<file path="src/rtl/cma_pkg.sv">
// Shared definitions for the contour moment accumulator.
// Assumes: nothing beyond the parameters of the top module.
package cma_pkg;
    typedef enum logic [2:0] {
        ST_ACC = 3'd0,   // taking coordinates
        ST_CHK = 3'd1,   // frame closed, test for empty
        ST_DIV = 3'd2,   // five sequential divisions
        ST_SQR = 3'd3,   // squares of the means
        ST_OUT = 3'd4    // subtract and publish
    } cma_state_t;

    // order in which the shared divider works through the totals
    localparam logic [2:0] SEL_X  = 3'd0;
    localparam logic [2:0] SEL_Y  = 3'd1;
    localparam logic [2:0] SEL_XX = 3'd2;
    localparam logic [2:0] SEL_XY = 3'd3;
    localparam logic [2:0] SEL_YY = 3'd4;
endpackage

</file>
<file path="src/rtl/cma_accum.sv">
// Running totals for one contour: pixel count and the sums of x, y,
// x*x, x*y and y*y. One pixel per cycle, additions and products only.
// Assumes: x width >= y width; at most MAXN pixels between clears.
module cma_accum #(
    parameter int XW   = 9,
    parameter int YW   = 8,
    parameter int MAXN = 92160,
    parameter int CNTW = 17,
    parameter int SW   = 2 * XW + CNTW
) (
    input  logic            clk,
    input  logic            rst_n,
    input  logic            clr,
    input  logic            add,
    input  logic [XW-1:0]   x,
    input  logic [YW-1:0]   y,
    output logic [CNTW-1:0] cnt,
    output logic [SW-1:0]   sx,
    output logic [SW-1:0]   sy,
    output logic [SW-1:0]   sxx,
    output logic [SW-1:0]   sxy,
    output logic [SW-1:0]   syy
);
    localparam int XMAX = (1 << XW) - 1;
    localparam int YMAX = (1 << YW) - 1;

    logic [SW-1:0] xe, ye;

    // widen coordinates before forming products
    always_comb begin
        xe = SW'(x);
        ye = SW'(y);
    end

    // accumulate one pixel or clear for the next contour
    always_ff @(posedge clk) begin
        if (!rst_n || clr) begin
            cnt <= '0;
            sx  <= '0;
            sy  <= '0;
            sxx <= '0;
            sxy <= '0;
            syy <= '0;
        end else if (add) begin
            cnt <= cnt + CNTW'(1);
            sx  <= sx + xe;
            sy  <= sy + ye;
            sxx <= sxx + xe * xe;
            sxy <= sxy + xe * ye;
            syy <= syy + ye * ye;
        end
    end

    assert_no_overflow_R3: assert property (@(posedge clk) disable iff (!rst_n)
        add |-> cnt < CNTW'(MAXN));
    assert_sum_bound_R3: assert property (@(posedge clk) disable iff (!rst_n)
        (sx <= SW'(cnt) * SW'(XMAX)) && (sxx <= SW'(cnt) * SW'(XMAX * XMAX))
        && (syy <= SW'(cnt) * SW'(YMAX * YMAX)));
endmodule

</file>
<file path="src/rtl/cma_divider.sv">
// Bit-serial restoring divider: one quotient bit per cycle, NUMW cycles.
// A start while idle loads operands; done pulses one cycle after the last
// step and quot holds until the next start. Assumes den is non-zero.
module cma_divider #(
    parameter int NUMW = 43,
    parameter int DENW = 17,
    parameter int QW   = 26
) (
    input  logic            clk,
    input  logic            rst_n,
    input  logic            start,
    input  logic [NUMW-1:0] num,
    input  logic [DENW-1:0] den,
    output logic            busy,
    output logic            done,
    output logic [QW-1:0]   quot
);
    localparam int CW = $clog2(NUMW + 1);

    logic [NUMW-1:0] q;
    logic [DENW-1:0] rem, d;
    logic [CW-1:0]   cnt;
    logic [DENW:0]   trial;
    logic            fits;

    // partial remainder with the next dividend bit brought down
    always_comb begin
        trial = {rem, q[NUMW-1]};
        fits  = trial >= {1'b0, d};
    end

    // load operands, then shift-subtract one bit per cycle
    always_ff @(posedge clk) begin
        if (!rst_n) begin
            q    <= '0;
            rem  <= '0;
            d    <= '0;
            cnt  <= '0;
            busy <= 1'b0;
            done <= 1'b0;
        end else begin
            done <= 1'b0;
            if (start && !busy) begin
                q    <= num;
                rem  <= '0;
                d    <= den;
                cnt  <= CW'(NUMW);
                busy <= 1'b1;
            end else if (busy) begin
                if (fits) rem <= DENW'(trial - {1'b0, d});
                else      rem <= trial[DENW-1:0];
                q   <= {q[NUMW-2:0], fits};
                cnt <= cnt - CW'(1);
                if (cnt == CW'(1)) begin
                    busy <= 1'b0;
                    done <= 1'b1;
                end
            end
        end
    end

    assign quot = q[QW-1:0];

    assert_done_follows_busy_R11: assert property (@(posedge clk) disable iff (!rst_n)
        done |-> $past(busy));
    assert_rem_below_divisor_R4: assert property (@(posedge clk) disable iff (!rst_n)
        busy |-> rem < d);
endmodule

</file>
<file path="src/rtl/contour_moment_acc.sv">
// Contour moment accumulator. Takes a framed coordinate stream, keeps sums,
// and after the last beat derives count, means and central moments with
// one shared divider (means first, reused for the squared-mean terms).
// Assumes: frames of at most MAXN pixels; x width >= y width.
module contour_moment_acc #(
    parameter int XW   = 9,
    parameter int YW   = 8,
    parameter int FRAC = 8,
    parameter int MAXN = 92160
) (
    input  logic                              clk,
    input  logic                              rst_n,
    input  logic                              in_valid,
    output logic                              in_ready,
    input  logic [XW-1:0]                     in_x,
    input  logic [YW-1:0]                     in_y,
    input  logic                              in_last,
    input  logic                              in_nopix,
    output logic                              res_valid,
    output logic                              res_empty,
    output logic [$clog2(MAXN+1)-1:0]         res_count,
    output logic [XW+FRAC-1:0]                res_mean_x,
    output logic [YW+FRAC-1:0]                res_mean_y,
    output logic [2*XW+FRAC-1:0]              res_mxx,
    output logic signed [XW+YW+FRAC:0]        res_mxy,
    output logic [2*YW+FRAC-1:0]              res_myy
);
    import cma_pkg::*;

    localparam int CNTW = $clog2(MAXN + 1);
    localparam int SW   = 2 * XW + CNTW;
    localparam int NUMW = SW + FRAC;
    localparam int MXW  = XW + FRAC;
    localparam int MYW  = YW + FRAC;
    localparam int MXXW = 2 * XW + FRAC;
    localparam int MYYW = 2 * YW + FRAC;
    localparam int MXYU = XW + YW + FRAC;
    localparam int MXYW = MXYU + 1;
    localparam int XMAX = (1 << XW) - 1;
    localparam int YMAX = (1 << YW) - 1;

    cma_state_t      state;
    logic [2:0]      sel, nsel;
    logic            fire, acc_add, acc_clr;
    logic [CNTW-1:0] acc_cnt;
    logic [SW-1:0]   acc_sx, acc_sy, acc_sxx, acc_sxy, acc_syy;
    logic            div_start, div_busy, div_done;
    logic [NUMW-1:0] div_num;
    logic [MXXW-1:0] div_quot;

    logic [MXW-1:0]  q_mx;
    logic [MYW-1:0]  q_my;
    logic [MXXW-1:0] q_xx, p_xx;
    logic [MXYU-1:0] q_xy, p_xy;
    logic [MYYW-1:0] q_yy, p_yy;
    logic [2*MXW-1:0]   mx_sq;
    logic [MXW+MYW-1:0] mx_e, my_e;
    logic [2*MYW-1:0]   my_sq;

    // handshake and accumulator control
    always_comb begin
        in_ready = (state == ST_ACC);
        fire     = in_valid && in_ready;
        acc_add  = fire && !in_nopix;
        acc_clr  = (state == ST_OUT);
    end

    cma_accum #(.XW(XW), .YW(YW), .MAXN(MAXN), .CNTW(CNTW), .SW(SW)) accum_i (
        .clk(clk), .rst_n(rst_n), .clr(acc_clr), .add(acc_add),
        .x(in_x), .y(in_y), .cnt(acc_cnt),
        .sx(acc_sx), .sy(acc_sy), .sxx(acc_sxx), .sxy(acc_sxy), .syy(acc_syy)
    );

    // pick the next total to divide and decide when to launch it
    always_comb begin
        nsel      = (state == ST_CHK) ? SEL_X : 3'(sel + 3'd1);
        div_start = ((state == ST_CHK) && (acc_cnt != '0)) ||
                    ((state == ST_DIV) && div_done && (sel != SEL_YY));
        case (nsel)
            SEL_X:   div_num = NUMW'(acc_sx)  << FRAC;
            SEL_Y:   div_num = NUMW'(acc_sy)  << FRAC;
            SEL_XX:  div_num = NUMW'(acc_sxx) << FRAC;
            SEL_XY:  div_num = NUMW'(acc_sxy) << FRAC;
            default: div_num = NUMW'(acc_syy) << FRAC;
        endcase
    end

    cma_divider #(.NUMW(NUMW), .DENW(CNTW), .QW(MXXW)) div_i (
        .clk(clk), .rst_n(rst_n), .start(div_start), .num(div_num),
        .den(acc_cnt), .busy(div_busy), .done(div_done), .quot(div_quot)
    );

    // widened mean operands for the squared-mean products
    always_comb begin
        mx_sq = {{MXW{1'b0}}, q_mx};
        my_sq = {{MYW{1'b0}}, q_my};
        mx_e  = (MXW+MYW)'(q_mx);
        my_e  = (MXW+MYW)'(q_my);
    end

    // finishing sequence: divisions, squared means, subtraction
    always_ff @(posedge clk) begin
        if (!rst_n) begin
            state <= ST_ACC;
            sel   <= SEL_X;
            q_mx  <= '0;
            q_my  <= '0;
            q_xx  <= '0;
            q_xy  <= '0;
            q_yy  <= '0;
            p_xx  <= '0;
            p_xy  <= '0;
            p_yy  <= '0;
        end else begin
            case (state)
                ST_ACC: if (fire && in_last) state <= ST_CHK;
                ST_CHK: begin
                    sel   <= SEL_X;
                    state <= (acc_cnt == '0) ? ST_OUT : ST_DIV;
                end
                ST_DIV: if (div_done) begin
                    case (sel)
                        SEL_X:   q_mx <= div_quot[MXW-1:0];
                        SEL_Y:   q_my <= div_quot[MYW-1:0];
                        SEL_XX:  q_xx <= div_quot;
                        SEL_XY:  q_xy <= div_quot[MXYU-1:0];
                        default: q_yy <= div_quot[MYYW-1:0];
                    endcase
                    sel <= nsel;
                    if (sel == SEL_YY) state <= ST_SQR;
                end
                ST_SQR: begin
                    p_xx  <= MXXW'((mx_sq * mx_sq) >> FRAC);
                    p_xy  <= MXYU'((mx_e * my_e) >> FRAC);
                    p_yy  <= MYYW'((my_sq * my_sq) >> FRAC);
                    state <= ST_OUT;
                end
                default: state <= ST_ACC;
            endcase
        end
    end

    // publish results with a single-cycle strobe
    always_ff @(posedge clk) begin
        if (!rst_n) begin
            res_valid  <= 1'b0;
            res_empty  <= 1'b0;
            res_count  <= '0;
            res_mean_x <= '0;
            res_mean_y <= '0;
            res_mxx    <= '0;
            res_mxy    <= '0;
            res_myy    <= '0;
        end else begin
            res_valid <= (state == ST_OUT);
            if (state == ST_OUT) begin
                res_count <= acc_cnt;
                res_empty <= (acc_cnt == '0);
                if (acc_cnt == '0) begin
                    res_mean_x <= '0;
                    res_mean_y <= '0;
                    res_mxx    <= '0;
                    res_mxy    <= '0;
                    res_myy    <= '0;
                end else begin
                    res_mean_x <= q_mx;
                    res_mean_y <= q_my;
                    res_mxx    <= q_xx - p_xx;
                    res_mxy    <= $signed({1'b0, q_xy}) - $signed({1'b0, p_xy});
                    res_myy    <= q_yy - p_yy;
                end
            end
        end
    end

    assert_ready_drops_R8: assert property (@(posedge clk) disable iff (!rst_n)
        (in_valid && in_ready && in_last) |=> !in_ready);
    assert_single_pulse_R9: assert property (@(posedge clk) disable iff (!rst_n)
        res_valid |=> !res_valid);
    assert_cleared_on_result_R9: assert property (@(posedge clk) disable iff (!rst_n)
        res_valid |-> (acc_cnt == '0) && in_ready);
    assert_empty_zero_R10: assert property (@(posedge clk) disable iff (!rst_n)
        (res_valid && res_empty) |-> (res_count == '0) && (res_mean_x == '0) &&
        (res_mean_y == '0) && (res_mxx == '0) && (res_mxy == '0) && (res_myy == '0));
    assert_mean_range_R4: assert property (@(posedge clk) disable iff (!rst_n)
        res_valid |-> (res_mean_x <= MXW'(XMAX << FRAC)) && (res_mean_y <= MYW'(YMAX << FRAC)));
    assert_single_pixel_flat_R5: assert property (@(posedge clk) disable iff (!rst_n)
        (res_valid && res_count == CNTW'(1)) |-> (res_mxx == '0) && (res_myy == '0) && (res_mxy == '0));
endmodule

</file>
<file path="config.mk">
export PLATFORM = sky130hd
export DESIGN_NAME = contour_moment_acc
export DESIGN_NICKNAME = d
export VERILOG_FILES = /design/src/rtl/cma_pkg.sv /design/src/rtl/cma_accum.sv /design/src/rtl/cma_divider.sv /design/src/rtl/contour_moment_acc.sv
export SDC_FILE = /design/constraint.sdc
export NUM_CORES = 2
export LEC_CHECK = 0
export BUFFER_PORTS_ARGS = -buffer_cell sky130_fd_sc_hd__buf_4
export CAP_MARGIN = 15
export CORE_MARGIN = 10
export CORE_UTILIZATION = 62
export DETAILED_ROUTE_END_ITERATION = 12
export GPL_TIMING_DRIVEN = 0
export PLACE_DENSITY_LB_ADDON = 0.25
export SYNTH_ARGS = -nofsm -noshare
export SYNTH_HDL_FRONTEND = slang
export SYNTH_SLANG_ARGS = --single-unit
</file>
<file path="constraint.sdc">
create_clock -name clk -period 15.7 [get_ports clk]
set_input_delay 1.57 -clock clk [delete_from_list [all_inputs] [get_ports clk]]
set_output_delay 1.57 -clock clk [all_outputs]
set_load 0.05 [all_outputs]
</file>
# Word-level counts from Yosys, hierarchy flattened
# Cells that the tools add are included.
# op_classes
n_addsub,12
mul,6
n_lt_le_gt_ge,1
eq_ne,16
muxes,23
n_bitwise,3
n_reduce_logical,29
# ops
cell,count
43-bit case mux with 4 select lines,1
35-bit adder,3
43-bit two-way mux,2
26-bit two-way mux,2
35-bit by 8-bit adder with 35-bit output,1
35-bit by 9-bit adder with 35-bit output,1
17-bit by 17-bit multiplier with 34-bit output,1
17-bit two-way mux,2
17-bit by 16-bit multiplier with 33-bit output,1
16-bit by 16-bit multiplier with 32-bit output,1
25-bit by 25-bit subtractor with 26-bit output,1
26-bit subtractor,1
24-bit two-way mux,1
24-bit subtractor,1
"3-bit by 2-bit == test with 1-bit output, second input constant",6
18-bit by 17-bit >= comparator with 1-bit output,1
9-bit by 9-bit multiplier with 18-bit output,1
3-bit two-way mux,6
3-bit AND reduction,6
"17-bit by 1-bit adder with 17-bit output, second input constant",1
17-bit zero test,1
9-bit by 8-bit multiplier with 17-bit output,1
17-bit nonzero test,1
17-bit subtractor,1
other kinds (23),46
# totals
ff_bits,594
input_bits,22
output_inout_bits,129
wordCells,121

# Depth between registers and ports, before layout
# depth
ltp_word,6
mapped_depth,31
ltp_nobuf,30

# Modules after synthesis
# A second synthesis with hierarchy kept.
# hier_totals
hier_cells,7233
hier_area_um2,60986.0
# by_module_without_submodules
mod,instances,cells_each,area_per_inst_um2,seq_area_each_um2
contour_moment_acc,1,4633,39275.2,6346.1
cma_accum,1,2005,16884.9,3843.7
cma_divider,1,595,4825.9,1701.6

# Worst setup path after synthesis
# OpenSTA, ideal clock, no wires.
# synth_path
path_type,input-to-reg
startpoint,in in_x[6]
endpoint,reg accum_i.sxx[21]
setup_ps,128
arrival_ps,7334
t_required_ps,15572
slack_ps,8238
path_stages,28
n_path_buf,2
cell_sequence,clkbuf_1 > and2_1 > inv_1 > fa_1 > inv_1 > fa_1 > inv_1 > fa_1 > fa_1 > inv_1 > ha_1 > a21oi_1 > o21bai_1 > a21oi_1 > nor2b_1 > o2111ai_1 > nand3_1 > o41ai_1 > xnor2_1 > ha_1 > and2_1 > a221oi_1 > o21ai_1 > a21oi_1 > clkbuf_1 > nand3b_1 > xor2_1 > nor2_1
# synth_via
elab_chain_len,2
# synth_rtl
item,line,text
"start, declared",contour_moment_acc.sv:15,"input logic [XW-1:0] in_x,"
9-bit by 9-bit multiplier with 18-bit output,cma_accum.sv:48,sxx <= sxx + xe * xe;
35-bit adder,cma_accum.sv:48,
"end signal, assigned",cma_accum.sv:48,
"end, declared",cma_accum.sv:20,"output logic [SW-1:0] sxx,"
# No other way between the ends.
# A chain may end at the register's enable or synchronous reset.

# Final worst setup path
# layout_path
startpoint,in in_x[2]
endpoint,reg accum_i.sxx[21]
# The elaborated chain is that of the path after synthesis.

==> qor.yml <==
critical_path_class: "primary input to register"
dpl_cell_area_um2: 62370
slew_violations: 0
synth_area_leaders: "fa_1 (22%), dfxtp_1 (20%), ha_1 (12%), inv_1 (7.2%), nand2_1 (6.6%)"
die_h_um: 330.1
cp_common_cell: "fa_1"
dp.cells: 8587
pwr-share-seq_pct: 32.0
synth-async-reset-ratio_pct: 0
hp-class: "register to register"
p_comb_share_pct: 33.0
syn_nets: 8442
first_pass_iters: 8
fin_skew_ns: 0.03418
synth-seq-cells: 594
p_switching_mw: 1.798
pre_cts_ws_ns: 6.760
num-nets-final: 8667
synthMuxAreaShare_pct: 0.2560
grt_use_total_pct: 34.99
cp-end-kind: "register"
synth_xor_area_share_pct: 4.950
first_global_vias: 51850
grt_pass1_wl_um: 294100
r2r_slack_ns: 7.81
synth_warnings: 0
p_per_area_nw_per_um2: 77.63
via_per_inst: 5.972
final_cell_count_no_fill: 8718
fp.coreArea_um2: 95150
maxSlewHeadroom_pct: 12.13
ir_worst_vdd_uv: 203.8
p_int_mw: 3.234
overflow: 0
p_sw_share_pct: 35.73
dieArea_um2: 109000
routabilityCongestion: 1.020
ant_nets: 0
cts.clk_slew.worst_paths_ns: 0.06
postCtsHoldBufs: 0
slowest_stage: "fa_1"
yosys.area_share.simple_pct: 17.28
drt_iter0_drc: 4939
syn_area_um2: 59630
die_x_um: 330.1
nFillCells: 7856
power_frac_clock_pct: 35.0
p_leak_nw: 29.67
arrival_ns: 8.81
wl_per_cell_um: 22.18
numClockSinks: 594
boundaryPins: 151
synth.avg_cell_area_um2: 8.317
syn_inst: 7170
clock_tree.root_cell: "clkbuf_16"
status: "completed"
netlist.area_leader.share_pct: 22.46
synth_top_family_by_area: "adder cells"
htreeDepth: 3
worstPathMaxFanout: 10
cts_resized: 0
fmax_mhz: 120.5
area_growth_pct: 8.684
vias: 52067
initial_utilization_pct: 62.67
fin_ws_ns: 7.398
rsz0062_at_grt: "no"
slowest_delay_ns: 0.53
antenna_found_initial: 6
dpl.hpwl_um: 154000
drive_gt1_share_pct: 4.980
cts_tree: "done"
routed_wl_um: 193400
clk_latency_ns: 0.66
crit_required_ns: 16.21
final_cell_mix: "inv_1 (1138), nand2_1 (1056), fa_1 (669), dfxtp_1 (594), ha_1 (581)"
period_minus_slack_ns: 8.302
row_count: 113
maxCapViolations: 0
grt_max_degree: 15
drc: 0
setup_viol: 0
ys_types: 102
yosysSeqAreaShare_pct: 19.94
synth_ff_type: "dfxtp_1"
design_area_um2: 64810
cts_buffers: 71
finalCritPeriodShare_pct: 52.88
synthAdderAreaFrac_pct: 34.65
io_buffers: 150
ctsLongestPathBuffers: 3
fin_tns_setup_ns: 0
yosys.area.top_type: "fa_1"
tightest_slew_ns: 1.310
synth_compound_area_share_pct: 13.55
final_common_cell: "inv_1"
cts_setup_buffers: 0
synth_edf_count: 0
hold_viol: 0
startpoint_type: "primary input"
==> power groups by stage <==
stage | registers [mW] | logic (mW) | clock network, mW
floorplan | 1.61 | 1.22 | 0
global placement | 1.64 | 1.62 | 0
detailed placement | 1.64 | 1.64 | 0
CTS | 1.61 | 1.65 | 1.76
global route | 1.61 | 1.83 | 1.81
finish | 1.61 | 1.66 | 1.76
==> per-stage QoR <==
step                utilization [%]  total power [mW]  hold slack, ns
CTS                           68.10             5.010          0.4500
detailed placement            65.55             3.276          0.4420
floorplan                         -             2.826          0.4250
global placement              65.52             3.257          0.4360
finish                        68.11             5.032          0.4522
global route                  68.10             5.254          0.4738
==> path summary, 6_finish.rpt <==
path                            startpoint              end  cells after the start
worst max register to register     q_mx[3]         p_xx[21]                     24
worst max-delay path               in_x[2]  accum_i.sxx[21]                     29
worst min-delay path              p_yy[21]         p_yy[21]                      2
worst min register to register    p_yy[21]         p_yy[21]                      2
==> registers in the layout, summed over array words and instances (netlist names), 24 cells and up <==
name / cells
accum_i.syy: 35
accum_i.sxy: 35
res_mxy: 26
q_xx: 26
q_yy: 24
accum_i.sxx: 35
accum_i.sx: 35
div_i.q: 43
q_xy: 25
res_myy: 24
accum_i.sy: 35
res_mxx: 26
p_xx: 26
p_xy: 25
p_yy: 24
==> worst max-delay path: cells and delay by family <==
| kind | cells | cell delay, ns |
|---|---|---|
| xor gates and xnor gates | 2 | 0.52 |
| adders and majority gates | 6 | 2.60 |
| AOI/OAI and AO/OA | 9 | 1.94 |
| buffers and inverters | 6 | 1.38 |
| and+or+nand+nor | 6 | 0.80 |
==> kinds of logic after synthesis <==
logic type	count (synthesis)
compound gates	1235
xor+xnor	337
fa+ha+maj	1250
buf+inv	1476
flops	594
mux	15
simple gates	2263
==> Yosys cell counts, types with 36 or more instances <==
library cell and instances:
xnor2_1 223, inv_1 1138, a311oi_1 39, nor2_1 461, a21oi_1 447, and3_1 52, dfxtp_1 594, ha_1 581
nand2b_1 42, xor2_1 114, nor3_1 92, clkbuf_1 294, a22o_1 41, o21a_1 36, a21o_1 88, nand2_1 1056
fa_1 669, o21ai_0 212, a211oi_1 89, nor2b_1 41, and2_1 260, nand4_1 38, nand3_1 85
==> per-layer routing <==
layer | vias to the layer above | track usage, % | wire (um)
met4 | 4 | 25.97 | 16630
met1 | 25239 | 41.19 | 71050
met3 | 719 | 7.605 | 18140
met5 | - | 0 | 23
li1 | 23612 | - | -
met2 | 2493 | 55.97 | 87510
==> final cells by class <==
class	count	area [um2]	area share [%]
clock inverter	30	381.6	0.5888
sequential	594	11890	18.35
multi-input combinational	5100	42160	65.05
tap	1265	1583	2.442
buffer	332	1294	1.996
clock buffer	98	2051	3.164
timing repair buffer	152	1149	1.772
antenna	3	7.507	0.01158
inverter	1144	4294	6.626
(Power assumes the default switching activity.)
